--- config.mk ---
export PLATFORM = sky130hd
export DESIGN_NAME = blk_lock_guard
export DESIGN_NICKNAME = d
export VERILOG_FILES = /design/src/rtl/blk_lock_pkg.sv /design/src/rtl/blk_lock_region.sv /design/src/rtl/blk_lock_ctrl.sv /design/src/rtl/blk_lock_guard.sv
export SDC_FILE = /design/constraint.sdc
export NUM_CORES = 1
export LEC_CHECK = 0
export CAP_MARGIN = 10
export CORE_AREA = 3 3 40 42
export DETAILED_ROUTE_END_ITERATION = 8
export DIE_AREA = 0 0 43 45
export DONT_BUFFER_PORTS = 1
export PLACE_DENSITY = 0.52
export SKIP_LAST_GASP = 1
export SLEW_MARGIN = 10
export SYNTH_ARGS = -nofsm -noshare
export SYNTH_HDL_FRONTEND = slang
export SYNTH_HIERARCHICAL = 1
export SYNTH_SLANG_ARGS = --single-unit
--- constraint.sdc ---
create_clock -name clk_i -period 1.45 [get_ports clk_i]
set_input_delay 0.145 -clock clk_i [delete_from_list [all_inputs] [get_ports clk_i]]
set_output_delay 0.145 -clock clk_i [all_outputs]
set_load 0.05 [all_outputs]
--- src/rtl/blk_lock_pkg.sv ---
package blk_lock_pkg;
  localparam int PE_BIT  = 7;
  localparam int LK1_BIT = 3;
  localparam int LK0_BIT = 2;
  localparam logic [7:0] CTRL_MASK = 8'h8C;

  typedef enum logic [1:0] {
    LOCK_NONE = 2'b00,
    LOCK_QTR  = 2'b01,
    LOCK_HALF = 2'b10,
    LOCK_ALL  = 2'b11
  } lock_lvl_e;

  function automatic lock_lvl_e lvl_of(logic [7:0] r);
    return lock_lvl_e'({r[LK1_BIT], r[LK0_BIT]});
  endfunction
endpackage

--- src/rtl/blk_lock_region.sv ---
module blk_lock_region
  import blk_lock_pkg::*;
#(
  parameter int ADDR_W = 16,
  parameter int DEPTH  = 2048
) (
  input  logic [ADDR_W-1:0] addr_i,
  input  lock_lvl_e         lvl_i,
  output logic              in_range_o,
  output logic              locked_o
);
  localparam int AW       = $clog2(DEPTH);
  localparam int QTR_BASE = (DEPTH / 4) * 3;
  localparam int HALF_BASE = DEPTH / 2;

  logic [AW-1:0] ofs;
  assign ofs = addr_i[AW-1:0];

  generate
    if (AW < ADDR_W) begin : g_hi
      assign in_range_o = ~|addr_i[ADDR_W-1:AW];
    end else begin : g_full
      assign in_range_o = 1'b1;
    end
  endgenerate

  always_comb begin
    unique case (lvl_i)
      LOCK_NONE: locked_o = 1'b0;
      LOCK_QTR:  locked_o = (32'(ofs) >= QTR_BASE);
      LOCK_HALF: locked_o = (32'(ofs) >= HALF_BASE);
      default:   locked_o = 1'b1;
    endcase
  end

  always_comb begin
    if (lvl_i == LOCK_NONE) p_none_open_r2: assert (!locked_o);
    if (lvl_i == LOCK_ALL)  p_all_shut_r2:  assert (locked_o);
  end
endmodule

--- src/rtl/blk_lock_ctrl.sv ---
module blk_lock_ctrl
  import blk_lock_pkg::*;
(
  input  logic       clk_i,
  input  logic       rst_ni,
  input  logic       reg_sel_i,
  input  logic       hw_prot_i,
  input  logic       seq_start_i,
  input  logic       byte_load_i,
  input  logic [7:0] load_data_i,
  input  logic       commit_i,
  output logic [7:0] ctrl_o,
  output logic       reg_wr_ok_o,
  output logic       abort_o,
  output logic       cancel_o
);
  logic [7:0] ctrl_q, stage_q;
  logic [1:0] cnt_q;
  logic       cancel_q;

  always_ff @(posedge clk_i or negedge rst_ni) begin
    if (!rst_ni) begin
      ctrl_q   <= '0;
      stage_q  <= '0;
      cnt_q    <= '0;
      cancel_q <= 1'b0;
    end else begin
      if (commit_i && reg_wr_ok_o) ctrl_q <= stage_q;
      if (seq_start_i) begin
        cnt_q    <= '0;
        cancel_q <= 1'b0;
      end else begin
        if (byte_load_i && reg_sel_i) begin
          if (cnt_q == 2'd0) stage_q <= load_data_i & CTRL_MASK;
          if (cnt_q != 2'd2) cnt_q <= cnt_q + 2'd1;
        end
        // protection seen mid-sequence is sticky until the next start
        if (reg_sel_i && hw_prot_i) cancel_q <= 1'b1;
      end
    end
  end

  assign reg_wr_ok_o = reg_sel_i & ~hw_prot_i & ~cancel_q & (cnt_q == 2'd1);
  assign abort_o     = (cnt_q == 2'd2);
  assign cancel_o    = cancel_q;
  assign ctrl_o      = ctrl_q;

  p_rsvd_zero_r1: assert property (@(posedge clk_i) disable iff (!rst_ni)
    (ctrl_q & ~CTRL_MASK) == 8'h00);
  p_hold_r10: assert property (@(posedge clk_i) disable iff (!rst_ni)
    !(commit_i && reg_wr_ok_o) |=> $stable(ctrl_q));
  p_commit_r6: assert property (@(posedge clk_i) disable iff (!rst_ni)
    (commit_i && reg_wr_ok_o) |=> ctrl_q == $past(stage_q));
  p_abort_r7: assert property (@(posedge clk_i) disable iff (!rst_ni)
    abort_o |-> !reg_wr_ok_o);
endmodule

--- src/rtl/blk_lock_guard.sv ---
module blk_lock_guard
  import blk_lock_pkg::*;
#(
  parameter int ADDR_W = 16,
  parameter int DEPTH  = 2048
) (
  input  logic              clk_i,
  input  logic              rst_ni,
  input  logic [ADDR_W-1:0] addr_i,
  input  logic              reg_sel_i,
  input  logic              wp_pin_i,
  input  logic              seq_start_i,
  input  logic              byte_load_i,
  input  logic [7:0]        load_data_i,
  input  logic              commit_i,
  output logic              arr_wr_ok_o,
  output logic              reg_wr_ok_o,
  output logic              wel_clr_o,
  output logic [7:0]        ctrl_o
);
  logic hw_prot, in_range, locked, abort, cancel;

  assign hw_prot = ~wp_pin_i & ctrl_o[PE_BIT];

  blk_lock_ctrl i_ctrl (
    .clk_i       (clk_i),
    .rst_ni      (rst_ni),
    .reg_sel_i   (reg_sel_i),
    .hw_prot_i   (hw_prot),
    .seq_start_i (seq_start_i),
    .byte_load_i (byte_load_i),
    .load_data_i (load_data_i),
    .commit_i    (commit_i),
    .ctrl_o      (ctrl_o),
    .reg_wr_ok_o (reg_wr_ok_o),
    .abort_o     (abort),
    .cancel_o    (cancel)
  );

  blk_lock_region #(.ADDR_W(ADDR_W), .DEPTH(DEPTH)) i_region (
    .addr_i     (addr_i),
    .lvl_i      (lvl_of(ctrl_o)),
    .in_range_o (in_range),
    .locked_o   (locked)
  );

  // the pin never loosens or tightens array fencing
  assign arr_wr_ok_o = ~reg_sel_i & in_range & ~locked;
  assign wel_clr_o   = reg_sel_i & (hw_prot | abort | cancel);

  p_reg_not_arr_r2: assert property (@(posedge clk_i) disable iff (!rst_ni)
    reg_sel_i |-> !arr_wr_ok_o);
  p_all_locked_r4: assert property (@(posedge clk_i) disable iff (!rst_ni)
    (ctrl_o[LK1_BIT] && ctrl_o[LK0_BIT]) |-> !arr_wr_ok_o);
  p_hw_block_r5: assert property (@(posedge clk_i) disable iff (!rst_ni)
    (!wp_pin_i && ctrl_o[PE_BIT]) |-> !reg_wr_ok_o);
  p_pe_sticky_r5: assert property (@(posedge clk_i) disable iff (!rst_ni)
    (!wp_pin_i && ctrl_o[PE_BIT]) |=> ctrl_o[PE_BIT]);
  p_clr_hw_r9: assert property (@(posedge clk_i) disable iff (!rst_ni)
    (reg_sel_i && !wp_pin_i && ctrl_o[PE_BIT]) |-> wel_clr_o);
endmodule

Yosys cells after proc, flatten, opt, wreduce, memory -nomap -nowiden

Index checks and enable logic that the tools add are counted.

Register bits: 9
Word-level logic and storage cells: 45

Add/subtract/negate cells: 1
Magnitude comparators: 2
Eq/ne operators: 5
Muxes and demuxes: 6
Bitwise operators: 15
Reductions and logical operators: 12

Operators with widths:

| operator                                                              | number |
|---|---|
| 11-bit greater-or-equal comparator, second input constant             | 2 |
| 1-bit bitwise AND                                                     | 7 |
| 2-bit two-way mux                                                     | 3 |
| 1-bit inverter                                                        | 6 |
| 2-bit nonzero test                                                    | 3 |
| 5-bit OR reduction                                                    | 1 |
| 2-bit by 1-bit equality test with 1-bit output, second input constant | 2 |
| 2-bit equality test, second input constant                            | 2 |
| 2-bit logical NOT                                                     | 2 |
| 1-bit logical AND                                                     | 3 |
| 1-bit one-hot mux with 3 select lines                                 | 1 |
| 3-bit AND reduction                                                   | 1 |
| 2-bit by 1-bit adder with 2-bit output, second input constant         | 1 |
| 1-bit two-way mux                                                     | 2 |
| 2-bit inequality test, second input constant                          | 1 |
| 1-bit bitwise OR                                                      | 2 |
| 2-bit AND reduction                                                   | 1 |
| 1-bit logical NOT                                                     | 1 |

Logic depth before layout (Yosys ltp)

Word-level depth: 7
Gate-level depth with buffers: 5
Gate-level depth less buffers: 5

Modules after synthesis

Netlist, hierarchy kept.

Modules (own cells, without submodules):

| module          | times used | cells each | area each (um^2) | seq. area each (um^2) |
|---|---|---|---|---|
| blk_lock_ctrl   | 1          | 36         | 469.2            | 225.2 |
| blk_lock_guard  | 1          | 3          | 30.0             | 0.0 |
| blk_lock_region | 1          | 5          | 25.0             | 0.0 |

Worst setup path after synthesis

OpenSTA, ideal clock, no wires.

Path kind: flip-flop to output port
Start: reg i_ctrl.ctrl_q[2] (netlist: i_ctrl/ctrl_o[2])
End: out arr_wr_ok_o
Arrival time: 2,010 ps
Setup slack: -705 ps
Stages on the path, launching flop included: 4
Buffers on the path: 0
Path through: dfrtp_1 > o21ai_0 > nand2_1 > nor3b_1

Cells in the longest elaborated chain, start to end: 4
Elaborated cells on any way between the ends: 6

Ends and longest elaborated chain:

| what                                              | RTL line              | text |
|---|---|---|
| start: declaration                                | blk_lock_ctrl.sv:17   | `logic [7:0] ctrl_q, stage_q;` |
| start signal: assignment                          | blk_lock_ctrl.sv:28   | `if (commit_i && reg_wr_ok_o) ctrl_q <= stage_q;` |
| 2-bit equality test, or another cell as far along | blk_lock_region.sv:28 | `unique case (lvl_i)` |
| 1-bit one-hot mux with 3 select lines (*)         | blk_lock_region.sv:28 |  |
| named net locked                                  | blk_lock_guard.sv:21  | `logic hw_prot, in_range, locked, abort, cancel;` |
| 1-bit inverter (*)                                | blk_lock_guard.sv:48  | `assign arr_wr_ok_o = ~reg_sel_i & in_range & ~locked;` |
| 1-bit bitwise AND (*)                             | blk_lock_guard.sv:48  |  |
| end: declaration                                  | blk_lock_guard.sv:16  | `output logic arr_wr_ok_o,` |

Mark *: on every way through the listed nets, which the timed path passes. The rest lies on a longest branch.

Final worst setup path

Start: reg i_ctrl.cnt_q[1]
End: out wel_clr_o

Cells in the longest elaborated chain, start to end: 4

Ends and longest elaborated chain:

| what                           | RTL line             | text |
|---|---|---|
| start: declaration             | blk_lock_ctrl.sv:18  | `logic [1:0] cnt_q;` |
| start signal: assignment       | blk_lock_ctrl.sv:35  | `if (cnt_q != 2'd2) cnt_q <= cnt_q + 2'd1;` |
| 2-bit equality test            | blk_lock_ctrl.sv:44  | `assign abort_o = (cnt_q == 2'd2);` |
| named net abort                | blk_lock_guard.sv:21 |  |
| 1-bit bitwise OR (2 in series) | blk_lock_guard.sv:49 | `assign wel_clr_o = reg_sel_i & (hw_prot \| abort \| cancel);` |
| 1-bit bitwise AND              | blk_lock_guard.sv:49 |  |
| end: declaration               | blk_lock_guard.sv:18 | `output logic wel_clr_o,` |

The timed path passes the listed nets, and every way through them passes these cells.

==> summary.txt <==
Run status
  • Status: finished, violations left
  • Failing checks: setup timing

CTS
  • Clock sink total: 9
  • CTS tree: built
  • CTS Buffer Depth: 2
  • H-Tree Depth: 1
  • Root Driver: clkbuf_4
  • Worst skew pair latency: 0.25 ns
  • Clock transition at path regs: 0.06 ns
  • Inserted Clock Buffers: 3

GRT
  • Initial antenna violation count: 0
  • Remaining Overflow, GRT: 0
  • GRT Overall Usage: 10.6%
  • Pin count of the biggest net entering global routing: 10
  • First-pass GRT wire length: 1520 um
  • Number of global-route vias before repair: 350

Drt
  • Vias: 375
  • Final ANT Viol Nets: 0
  • WL final: 1000 um
  • Via/cell ratio: 5.00
  • Drc violations: 0
  • DRT iter0 DRCs: 8
  • Routed len/inst: 13.3 um
  • First-pass DRT Iterations: 2

STA
  • Setup TNS: -0.0172 ns
  • Setup WS post-layout: -0.0172 ns
  • Clock Skews: 0.00394 ns
  • Final period util: 101%
  • Hold WS: 0.0385 ns
  • Final Setup Violations: 1
  • Minimum clock period: 1.47 ns
  • Hold Vio Cnt, Final: 0
  • RSZ-0062 raised after global routing: true
  • Fmax: 682 MHz
  • Slew Limit Fails: 0

Place
  • Place WS: 0.0788 ns
  • RD Place Congestion: 0.684
  • Port Buf Inserts: 0
  • Dpl hpwl: 759 um

Worst hold path
  • WHS Path Cells: 1
  • HP Class: input port to register

Setup path
  • Setup CP Type: register to output port
  • Worst setup EP type: output port
  • Worst EP arrival: 1.32 ns
  • Crit-path max FO: 3
  • Worst Path Required: 1.31 ns
  • Worst R2R Path Depth: 5
  • Setup crit start kind: register

Synthesis
  • Syn Area/Cell: 11.9 sq um
  • Yosys warns: 6
  • Top cell type's share of synthesized area: 43.0%
  • #FFs+latches synth: 9
  • Top cells by area, synth: dfrtp_1, mux2_4, buf_4
  • Register area share after synthesis: 43.0%
  • Cells after Synth: 44
  • Count of cell types in the netlist: 22
  • Synth area leader: dfrtp_1
  • Post-synthesis cell area: 524 sq um

Finish
  • Fill cells: 108
  • Number of inserted diodes: 0
  • Nets: 95
  • P&R area growth vs syn: 36.5%
  • Ratio of cells with drive above 1 in the final layout: 51.7%
  • Most frequent cells in the layout: dfrtp_1, buf_4, conb_1

Die
  • Num ports: 42
  • Die ar.: 0.00194 sq mm
  • Die Wd: 43 um
  • Rows: 13
  • Die Span Y: 45 um
  • Core footprint: 0.00128 sq mm
  • Initial Utilization: 40.8%

Power
  • PD cells: 1540 mW/mm^2
  • Peak supply drop: 0.734 mV
  • LEAKAGE: 0.338 nW

Job
  • MaxCap Viol Count: 0
final timing paths:
kind	slack, ns	startpoint	to
max	-0.02	i_ctrl/cnt_q[1]	wel_clr_o
min	0.04	load_data_i[2]	i_ctrl/stage_q[2]
max reg2reg	0.06	i_ctrl/cnt_q[0]	i_ctrl/ctrl_o[7]
min reg2reg	0.51	i_ctrl/stage_q[2]	i_ctrl/ctrl_o[2]
max in group asynchronous	0.90	rst_ni	i_ctrl/ctrl_o[7]
min in group asynchronous	0.25	rst_ni	i_ctrl/stage_q[2]
worst max-delay path: stages, from the launching register on:
cell and delay, ns:
dfrtp_1 0.41, ha_2 0.19, o31a_1 0.32, buf_12 0.16
Yosys cell counts:
| cell type | instances |
|---|---|
| a21oi_1 | 1 |
| o21ai_0 | 1 |
| nand3b_1 | 1 |
| or4_1 | 1 |
| and4bb_4 | 1 |
| conb_1 | 1 |
| nand4b_1 | 1 |
| inv_1 | 2 |
| ha_1 | 3 |
| nor2_1 | 4 |
| nor3b_1 | 1 |
| nor2b_4 | 1 |
| mux2_4 | 3 |
| mux2i_1 | 1 |
| nand3_1 | 1 |
| nand2_1 | 1 |
| mux2_2 | 3 |
| dfrtp_1 | 9 |
| xnor2_1 | 1 |
| o31a_1 | 1 |
| nand2_4 | 1 |
| buf_4 | 5 |
per-stage QoR:
| step | total power [mW] | area [sq um] | cells | util [%] |
|---|---|---|---|---|
| floorplan | 0.730 | 552 | 48 | - |
| global placement | 0.837 | 603 | 64 | 46.9 |
| detailed placement | 0.848 | 603 | 64 | 46.9 |
| CTS | 1.07 | 664 | 71 | 51.7 |
| global route | 1.16 | 716 | 75 | 55.7 |
| finish | 1.10 | 716 | 75 | 55.7 |
cells by family (layout without fill, tap and decap cells):
kind of cell,Yosys count,count (layout),synth area share (%)
AND/OR/NAND/NOR,13,13,18.4
other,1,5,0.715
multiplexers,7,7,16.9
flip-flops,9,9,43.0
buffers and inverters,7,19,8.59
AO/OA/AOI/OAI,3,3,3.58
adder cells (fa/ha/maj),3,3,7.16
XOR/XNOR,1,1,1.67
routing by layer:
layer	track usage [%]	part of all wire, %
met3	5.18	13
met4	3.61	0
met5	0	0
met2	18.0	49
met1	11.8	38
what timing repair did:
action | 4_1_cts | 5_1_grt
endpoints found under the hold margin | 12 | 0
setup endpoints to repair | 3 | 3
gates resized for setup | 4 | 6
hold buffers | 2 | 0
pin swaps | 4 | 5
buffers inserted | 1 | 4
layout make-up:
class / instances / area [sq um] / area share [%]
timing repair buffer: 13 / 135 / 18.9
tap: 15 / 18.8 / 2.62
sequential: 9 / 226 / 31.6
multi-input combinational: 32 / 302 / 42.1
inverter: 2 / 7.51 / 1.05
clock buffer: 4 / 26.3 / 3.67
registers in the layout (all words and copies together) (netlist names):
signal / count
i_ctrl/ctrl_o: 3
i_ctrl/stage_q: 3
i_ctrl/cnt_q: 2
i_ctrl/cancel_o: 1
where the power goes:
part | internal, mW | leakage [nW] | total (mW) | switching [mW]
clock | 0.106 | 0.0150 | 0.186 | 0.0805
sequential | 0.322 | 0.112 | 0.371 | 0.0483
combinational | 0.239 | 0.211 | 0.548 | 0.309
total | 0.667 | 0.338 | 1.10 | 0.438
Note: power is estimated with default switching activity, not from simulation.
